--- src/rtl/qirq_pkg.sv ---
package qirq_pkg;
  localparam int ADDR_W = 2;

  typedef enum logic [ADDR_W-1:0] {
    SEL_IDENT  = 2'd0,
    SEL_MASK   = 2'd1,
    SEL_ENABLE = 2'd2,
    SEL_NONE   = 2'd3
  } regSel_e;

  typedef struct packed {
    logic wrMask;
    logic wrEnable;
    logic clrIdent;
  } bankStrobe_t;
endpackage

--- src/rtl/qirq_ctrl.sv ---
module qirq_ctrl
  import qirq_pkg::*;
(
  input  logic              regWrEn,
  input  logic [ADDR_W-1:0] regAddr,
  output bankStrobe_t       stb,
  output regSel_e           rdSel
);
  always_comb begin
    rdSel        = regSel_e'(regAddr);
    stb          = '0;
    if (regWrEn) begin
      unique case (rdSel)
        SEL_IDENT:  stb.clrIdent = 1'b1;
        SEL_MASK:   stb.wrMask   = 1'b1;
        SEL_ENABLE: stb.wrEnable = 1'b1;
        default:    stb          = '0;
      endcase
    end
  end
endmodule

--- src/rtl/qirq_cell.sv ---
module qirq_cell (
  input  logic clk,
  input  logic rstN,
  input  logic evIn,
  input  logic maskBit,
  input  logic clrIn,
  output logic visOut,
  output logic qdOut
);
  logic visQ, qdQ, visD, qdD, accept;

  assign accept = evIn & ~maskBit;

  always_comb begin
    visD = visQ;
    qdD  = qdQ;
    if (accept) begin
      if (!visQ) visD = 1'b1;
      else       qdD  = 1'b1;
    end else if (clrIn) begin
      visD = qdQ;
      qdD  = 1'b0;
    end
  end

  always_ff @(posedge clk) begin
    if (!rstN) begin
      visQ <= 1'b0;
      qdQ  <= 1'b0;
    end else begin
      visQ <= visD;
      qdQ  <= qdD;
    end
  end

  assign visOut = visQ;
  assign qdOut  = qdQ;


  masked_drop_chk: assert property (@(posedge clk) disable iff (!rstN)
    (evIn && maskBit && !visQ) |=> !visQ);

  queue_fill_chk: assert property (@(posedge clk) disable iff (!rstN)
    (evIn && !maskBit && visQ) |=> (visQ && qdQ));

  queue_order_chk: assert property (@(posedge clk) disable iff (!rstN)
    qdQ |-> visQ);

  clear_promote_chk: assert property (@(posedge clk) disable iff (!rstN)
    (clrIn && !(evIn && !maskBit)) |=> (!qdQ && (visQ == $past(qdQ))));

  event_wins_chk: assert property (@(posedge clk) disable iff (!rstN)
    (evIn && !maskBit && clrIn) |=> visQ);
endmodule

--- src/rtl/qirq_datapath.sv ---
module qirq_datapath
  import qirq_pkg::*;
#(
  parameter int NSRC = 32
) (
  input  logic            clk,
  input  logic            rstN,
  input  logic [NSRC-1:0] srcEvent,
  input  bankStrobe_t     stb,
  input  regSel_e         rdSel,
  input  logic [NSRC-1:0] wrData,
  output logic [NSRC-1:0] rdData,
  output logic            irqOut
);
  logic [NSRC-1:0] imrQ, ierQ, identVis, identQd;
  logic            irqQ;

  always_ff @(posedge clk) begin
    if (!rstN) begin
      imrQ <= '1;
      ierQ <= '0;
    end else begin
      if (stb.wrMask)   imrQ <= wrData;
      if (stb.wrEnable) ierQ <= wrData;
    end
  end

  for (genvar b = 0; b < NSRC; b++) begin : g_cell
    qirq_cell cell_i (
      .clk     (clk),
      .rstN    (rstN),
      .evIn    (srcEvent[b]),
      .maskBit (imrQ[b]),
      .clrIn   (stb.clrIdent & wrData[b]),
      .visOut  (identVis[b]),
      .qdOut   (identQd[b])
    );
  end

  always_ff @(posedge clk) begin
    if (!rstN) irqQ <= 1'b0;
    else       irqQ <= |(identVis & ierQ);
  end
  assign irqOut = irqQ;

  always_comb begin
    unique case (rdSel)
      SEL_IDENT:  rdData = identVis;
      SEL_MASK:   rdData = imrQ;
      SEL_ENABLE: rdData = ierQ;
      default:    rdData = '0;
    endcase
  end


  enable_off_chk: assert property (@(posedge clk) disable iff (!rstN)
    (ierQ == '0) |=> !irqOut);

  level_rise_chk: assert property (@(posedge clk) disable iff (!rstN)
    (|(identVis & ierQ)) |=> irqOut);

  level_fall_chk: assert property (@(posedge clk) disable iff (!rstN)
    !(|(identVis & ierQ)) |=> !irqOut);

  mask_write_chk: assert property (@(posedge clk) disable iff (!rstN)
    stb.wrMask |=> (imrQ == $past(wrData)));

  strobe_onehot_chk: assert property (@(posedge clk) disable iff (!rstN)
    $onehot0({stb.wrMask, stb.wrEnable, stb.clrIdent}));

  queue_subset_chk: assert property (@(posedge clk) disable iff (!rstN)
    ((identQd & ~identVis) == '0));
endmodule

--- src/rtl/qirq_bank.sv ---
module qirq_bank
  import qirq_pkg::*;
#(
  parameter int NSRC = 32
) (
  input  logic              clk,
  input  logic              rstN,
  input  logic [NSRC-1:0]   srcEvent,
  input  logic              regWrEn,
  input  logic [ADDR_W-1:0] regAddr,
  input  logic [NSRC-1:0]   regWrData,
  output logic [NSRC-1:0]   regRdData,
  output logic              irqOut
);
  bankStrobe_t stb;
  regSel_e     rdSel;

  qirq_ctrl ctrl_i (
    .regWrEn (regWrEn),
    .regAddr (regAddr),
    .stb     (stb),
    .rdSel   (rdSel)
  );

  qirq_datapath #(.NSRC(NSRC)) dp_i (
    .clk      (clk),
    .rstN     (rstN),
    .srcEvent (srcEvent),
    .stb      (stb),
    .rdSel    (rdSel),
    .wrData   (regWrData),
    .rdData   (regRdData),
    .irqOut   (irqOut)
  );
endmodule

--- config.mk ---
export PLATFORM = sky130hd
export DESIGN_NAME = qirq_bank
export DESIGN_NICKNAME = d
export VERILOG_FILES = /design/src/rtl/qirq_pkg.sv /design/src/rtl/qirq_ctrl.sv /design/src/rtl/qirq_cell.sv /design/src/rtl/qirq_datapath.sv /design/src/rtl/qirq_bank.sv
export SDC_FILE = /design/constraint.sdc
export NUM_CORES = 1
export LEC_CHECK = 0
export ABC_AREA = 1
export ABC_CLOCK_PERIOD_IN_PS = 900
export BUFFER_PORTS_ARGS = -buffer_cell sky130_fd_sc_hd__buf_2
export CORE_MARGIN = 4
export CORE_UTILIZATION = 30
export DETAILED_ROUTE_END_ITERATION = 7
export PLACE_DENSITY = 0.6
export REMOVE_ABC_BUFFERS = 1
export SYNTH_ARGS = -nofsm -noshare
export SYNTH_HDL_FRONTEND = slang
export SYNTH_SLANG_ARGS = --single-unit
--- constraint.sdc ---
create_clock -name clk -period 0.9 [get_ports clk]
set_clock_uncertainty 0.05 [all_clocks]
set_input_delay 0.045 -clock clk [delete_from_list [all_inputs] [get_ports clk]]
set_output_delay 0.045 -clock clk [all_outputs]
set_load 0.05 [all_outputs]
==> results of run 1 <==
[power groups by stage]
stage / Sequential, mW / Clock [mW] / Combinational [mW]
floorplan: 6.17 / 0 / 1.13
global placement: 6.18 / 0 / 2.06
detailed placement: 6.18 / 0 / 2.07
CTS: 6.10 / 7.43 / 2.51
global route: 6.16 / 7.68 / 2.93
finish: 6.14 / 7.28 / 2.70
[kinds of logic (layout without fill, tap and decap cells)]
logic type,count (synthesis),in the layout
simple gates,389,389
buf+inv,199,459
compound gates,193,193
flops,129,129
[worst max-delay path by stage]
stage,start,end,slack (ns),cells after the start
2_1_floorplan,regAddr[0],regRdData[14],-0.67,3
3_3_place_gp,regAddr[0],regRdData[18],-0.38,6
3_5_place_dp,regAddr[0],regRdData[9],-0.38,6
4_1_cts,dp_i.ierQ[7],regRdData[7],-0.44,3
5_1_grt,dp_i.g_cell[6].cell_i.visOut,regRdData[6],-0.48,4
6_report,dp_i.ierQ[12],regRdData[12],-0.42,3
[cells in the mapped netlist]
master | count | area [sq um]
nand2_1 | 255 | 957
inv_1 | 157 | 589
dfxtp_1 | 129 | 2580
nor2_1 | 91 | 342
a21oi_1 | 56 | 280
o211ai_1 | 41 | 308
a21o_1 | 32 | 240
o21ai_0 | 32 | 160
nor2_2 | 20 | 125
clkbuf_1 | 18 | 67.6
o221ai_1 | 13 | 114
o211ai_2 | 10 | 125
nand3_1 | 9 | 45.0
nand3b_1 | 9 | 67.6
o211a_1 | 9 | 90.1
buf_2 | 8 | 40.0
buf_6 | 6 | 67.6
inv_2 | 4 | 15.0
buf_1 | 3 | 11.3
clkbuf_2 | 2 | 10.0
nand2_4 | 2 | 22.5
inv_4 | 1 | 6.26
nand3_2 | 1 | 10.0
nor2_4 | 1 | 11.3
nor2_8 | 1 | 20.0
[cell usage in the layout, fill, tap and decap left out, types with 46 or more instances in the layout]
cell type      synthesis  layout
buf_2                  8      60
nor2_1                91      52
inv_1                157     103
buf_4                  0      96
a21oi_1               56      50
dfxtp_2                0      81
dlygate4sd3_1          0      53
nand2_1              255     233
inv_2                  4      58
dfxtp_1              129      46
[worst max-delay path: stages, from the launching register on]
cell      delay [ns]
dfxtp_2         0.33
inv_2           0.04
o211ai_1        0.19
buf_4           0.24
[timing repair]
| item | CTS | global route |
|---|---|---|
| endpoints found under the setup margin | 44 | 97 |
| pin swaps | 43 | 73 |
| cloned | 0 | 1 |
| resized for setup | 177 | 153 |
| hold endpoints to repair | 107 | 0 |
| hold buffers | 56 | 0 |
| buffers inserted | 21 | 16 |
[metal layers]
| metal | share of wire | GRT usage | up-vias |
|---|---|---|---|
| li1 | - | - | 3367 |
| met1 | 0.46 | 0.213 | 3042 |
| met2 | 0.48 | 0.266 | 160 |
| met3 | 0.044 | 0.0317 | 22 |
| met4 | 0.013 | 0.0382 | 0 |
| met5 | 0 | 0 | - |
[state kept, by name (all words and copies together) (netlist names)]
register and flops:
dp_i.g_cell.cell_i.visOut 32, dp_i.ierQ 32, dp_i.imrQ 32, dp_i.irqOut 1, dp_i.g_cell.cell_i.qdOut 32
[area by class of cell]
class	instances	area [sq um]	area share
Clock inverter	14	179	0.0181
Clock buffer	18	439	0.0445
Sequential cell	129	2690	0.272
Timing Repair Buffer	265	2290	0.232
Multi-Input combinational cell	582	3330	0.337
Inverter	162	613	0.0621
Tap cell	270	338	0.0342
==> flow_metrics.env, run 1 <==
export IMPL_status="complete, but fails checks"
export IMPL_violations="negative hold slack, negative setup slack"
export IMPL_worst_pin_slew_ns=0.335
export IMPL_cp_arrival_ns=1.23
export IMPL_synth_compound_area_frac=0.209
export IMPL_rr_worst_depth=7
export IMPL_viasPerCell=4.58
export IMPL_start_util=0.309
export IMPL_vias=6591
export IMPL_die_x_microns=153
export IMPL_grt_start_max_net_pins=55
export IMPL_placed_cells=1327
export IMPL_synth_top_family_by_area="simple AND/OR/NAND/NOR gates"
export IMPL_clockPowerShare=0.452
export IMPL_max_slew_margin=0.777
export IMPL_grt_pass1_wl_microns=30800
export IMPL_grt_overflow_total=0
export IMPL_synth_seq_area_share=0.409
export IMPL_yosysWarnings=0
export IMPL_worst_path_max_fanout=2
export IMPL_hpwl_microns=12100
export IMPL_synth_xor_area_frac=0
export IMPL_clock_latency_ns=0.42
export IMPL_syn_inst=910
export IMPL_fin_util=0.483
export IMPL_dr_pass1_iters=5
export IMPL_vdd_drop_max_mv=1.19
export IMPL_reg2reg_slack_ns=-0.19
export IMPL_hold_path_class="in2reg"
export IMPL_ys_ff_latch=129
export IMPL_synthAdderAreaFrac=0
export IMPL_nets=1226
export IMPL_rr_startpoint="dp_i.g_cell[28].cell_i.visOut"
export IMPL_grt_pass1_vias=6443
export IMPL_switching_share=0.280
export IMPL_cp_data_required_time_ns=0.81
export IMPL_finalSetupTns_ns=-13.19
export IMPL_hold_viol=2
export IMPL_drive_above_1_share=0.425
export IMPL_cts_tree="yes"
export IMPL_finalCritPeriodShare=1.47
export IMPL_die_h_microns=153
export IMPL_cts_buffers=17
export IMPL_dr_first_iter_drc_count=210
export IMPL_antenna_found_initial=0
export IMPL_powerDensity_mw_per_mm2=1630
export IMPL_row_count=52
export IMPL_root_buffer="clkbuf_16"
export IMPL_hp_start="srcEvent[8]"
export IMPL_cap_violations=0
export IMPL_synth_mux_area_frac=0
export IMPL_r2r_end="dp_i.irqOut"
export IMPL_ios=102
export IMPL_final_cells=1440
export IMPL_cp_start_kind="register"
export IMPL_gp_congestion=0.763
export IMPL_io_buffers=101
export IMPL_p_int_mw=11.6
export IMPL_power_switching_mw=4.52
export IMPL_slew_viol_final=0
export IMPL_setup_slack_ns=-0.422
export IMPL_rsz0062_at_grt="true"
export IMPL_synth_distinct_cells=25
export IMPL_p_leak_nw=5.09
export IMPL_synth_area_per_cell_sq_um=6.93
export IMPL_core_sq_mm=0.0204
export IMPL_die_area_sq_mm=0.0234
export IMPL_fin_crit_ns=1.32
export IMPL_seqPwrFrac=0.381
export IMPL_crit_type="reg2out"
export IMPL_synth_simple_area_share=0.254
export IMPL_power_total_mw=16.1
export IMPL_areaGrowthSynthToFinish_pct=56.6
export IMPL_whs_ns=-0.00765
export IMPL_fmax_ghz=0.756
export IMPL_wl_microns=19300
export IMPL_syn_area_sq_mm=0.00631
export IMPL_drc_errors=0
export IMPL_diodes=0
export IMPL_dpl_cell_area_sq_mm=0.00770
export IMPL_cts_htree_levels=4
export IMPL_fin_area_sq_mm=0.00988
export IMPL_grtUsageTotal=0.159
export IMPL_antenna_left=0
export IMPL_pre_cts_slack_ns=-0.380
export IMPL_cts_buffer_depth=2
export IMPL_holdPathStages=4
export IMPL_fillers=2003
export IMPL_min_to="dp_i.g_cell[8].cell_i.qdOut"
export IMPL_wl_per_cell_microns=13.4
export IMPL_path_clk_slew_ns=0.06
export IMPL_power_frac_comb=0.167
export IMPL_numClockSinks=129
export IMPL_critPathCaptureType="primary output"
export IMPL_final_setup_viol_count=44
No activity file was read; power rests on OpenSTA's default activity.
==> run 2, diff against run 1 <==
Settings changed: PLACE_DENSITY 0.6 to unset, PLACE_DENSITY_LB_ADDON set to 0.15.
==> run 2 against run 1 <==
Compared with the run above:
- the run ends with negative setup slack left
- critical path depth stayed put
- total power is 1.7% lower
- via count is 2.8% lower
- flip-flop and latch count stayed put
- worst hold slack better by 0.013 ns
- sequential share of layout area is 0.12 points higher
- utilization is 0.23 points lower
- largest cell class unchanged
- clock power is 3.2% lower
==> flow_metrics.env, run 2 (same netlist as run 1, synthesis figures left out) <==
export IMPL_row_count=52
export IMPL_antenna_found_initial=0
export IMPL_finalCritPeriodShare=1.52
export IMPL_areaGrowthSynthToFinish_pct=55.9
export IMPL_dr_first_iter_drc_count=211
export IMPL_cp_start_kind="register"
export IMPL_rsz0062_at_grt="true"
export IMPL_fmax_ghz=0.730
export IMPL_cts_buffers=17
export IMPL_diodes=0
export IMPL_path_clk_slew_ns=0.06
export IMPL_max_slew_margin=0.773
export IMPL_vias=6407
export IMPL_holdPathStages=4
export IMPL_critPathCaptureType="primary output"
export IMPL_fin_crit_ns=1.37
export IMPL_layout_common_cells="nand2_1, buf_4, inv_1"
export IMPL_status="complete, but fails checks"
export IMPL_hpwl_microns=12600
export IMPL_numClockSinks=129
export IMPL_drive_above_1_share=0.423
export IMPL_viasPerCell=4.42
export IMPL_dr_pass1_iters=4
export IMPL_die_x_microns=153
export IMPL_vdd_drop_max_mv=1.19
export IMPL_crit_type="reg2out"
export IMPL_r2r_end="dp_i.irqOut"
export IMPL_hp_start="srcEvent[20]"
export IMPL_start_util=0.309
export IMPL_setup_slack_ns=-0.471
export IMPL_gp_congestion=0.746
export IMPL_die_area_sq_mm=0.0234
export IMPL_p_leak_nw=5.09
export IMPL_grt_pass1_vias=6396
export IMPL_ios=102
export IMPL_grt_overflow_total=0
export IMPL_cp_data_required_time_ns=0.81
export IMPL_io_buffers=101
export IMPL_whs_ns=0.00545
export IMPL_violations="negative setup slack"
export IMPL_core_sq_mm=0.0204
export IMPL_multiInputGateArea_sq_mm=0.00328
export IMPL_finalSetupTns_ns=-12.90
export IMPL_grtUsageTotal=0.162
export IMPL_hold_path_class="in2reg"
export IMPL_slew_viol_final=0
export IMPL_min_to="dp_i.g_cell[20].cell_i.qdOut"
export IMPL_reg2reg_slack_ns=-0.17
export IMPL_dpl_cell_area_sq_mm=0.00774
export IMPL_wl_per_cell_microns=12.8
export IMPL_rr_worst_depth=7
export IMPL_rr_startpoint="dp_i.ierQ[5]"
export IMPL_grt_start_max_net_pins=43
export IMPL_clock_latency_ns=0.42
export IMPL_drc_errors=0
export IMPL_cts_htree_levels=4
export IMPL_fillers=2053
export IMPL_power_total_mw=15.8
export IMPL_nets=1234
export IMPL_die_h_microns=153
export IMPL_fin_area_sq_mm=0.00983
export IMPL_worst_path_max_fanout=2
export IMPL_powerDensity_mw_per_mm2=1610
export IMPL_seq_area_sq_mm=0.00269
export IMPL_grt_pass1_wl_microns=30800
export IMPL_cp_arrival_ns=1.28
export IMPL_antenna_left=0
export IMPL_cap_violations=0
export IMPL_wl_microns=18600
export IMPL_worst_pin_slew_ns=0.340
export IMPL_final_setup_viol_count=43
export IMPL_cts_buffer_depth=2
export IMPL_final_common_cell="nand2_1"
export IMPL_fin_util=0.481
export IMPL_hold_viol=0
export IMPL_root_buffer="clkbuf_16"
export IMPL_cts_tree="yes"
run 2: cell types whose count changed in the layout (fill, tap and decap cells not counted), sizes merged:
cell,before,now
buf,208,215
bufinv,3,2
clkbuf,19,24
inv,165,162
dlymetal6s4s,3,1
clkinv,5,3
dlygate4sd3,53,57
run 2: worst max-delay path, stage by stage, from the launching register on:
cell and delay [ns]:
dfxtp_2 0.33, inv_2 0.03, o211ai_1 0.24, buf_4 0.26
run 2: layout make-up:
type                    instances  share of cell area
clock buffers                  24              0.0510
multi-input cells             582               0.334
inverters                     162              0.0624
flip-flops and latches        129               0.274
well taps                     270              0.0344
clock inverters                 8              0.0103
repair buffers                273               0.235
run 2: power by group:
part	switching (mW)	internal [mW]	leakage (nW)	total [mW]
logic	1.50	1.16	3.74	2.66
registers	0.164	5.96	1.06	6.12
clock network	2.61	4.44	0.288	7.05
total	4.27	11.6	5.09	15.8
run 2: how the worst max path moves through the flow:
stage | from | endpoint | cells past startpoint
final | dp_i.ierQ[10] | regRdData[10] | 3
after global routing | dp_i.g_cell[5].cell_i.visOut | regRdData[5] | 4
after detailed placement | regAddr[0] | regRdData[18] | 6
after floorplan | regAddr[0] | regRdData[14] | 3
after CTS | dp_i.ierQ[10] | regRdData[10] | 3
after global placement | regAddr[0] | regRdData[18] | 6
run 2: through the flow:
stage	worst slack, ns	std cells
2_1_floorplan	-0.668	873
3_3_place_gp	-0.411	1332
3_5_place_dp	-0.382	1332
4_1_cts	-0.462	1452
5_1_grt	-0.522	1448
6_report	-0.471	1448
run 2: metal layers:
layer  vias up  share of wire  global-route usage
met3        17          0.037              0.0356
li1       3378              -                   -
met4         0          0.012              0.0445
met2       117           0.46               0.271
met5         -              0                   0
met1      2895           0.49               0.213
run 2: timing repair:
action | 4_1_cts | 5_1_grt
hold buffers | 58 | 1
gates resized for setup | 165 | 141
endpoints found under the hold margin | 105 | 3
setup buffers | 30 | 10
pin swaps | 41 | 58
setup endpoints to repair | 45 | 97
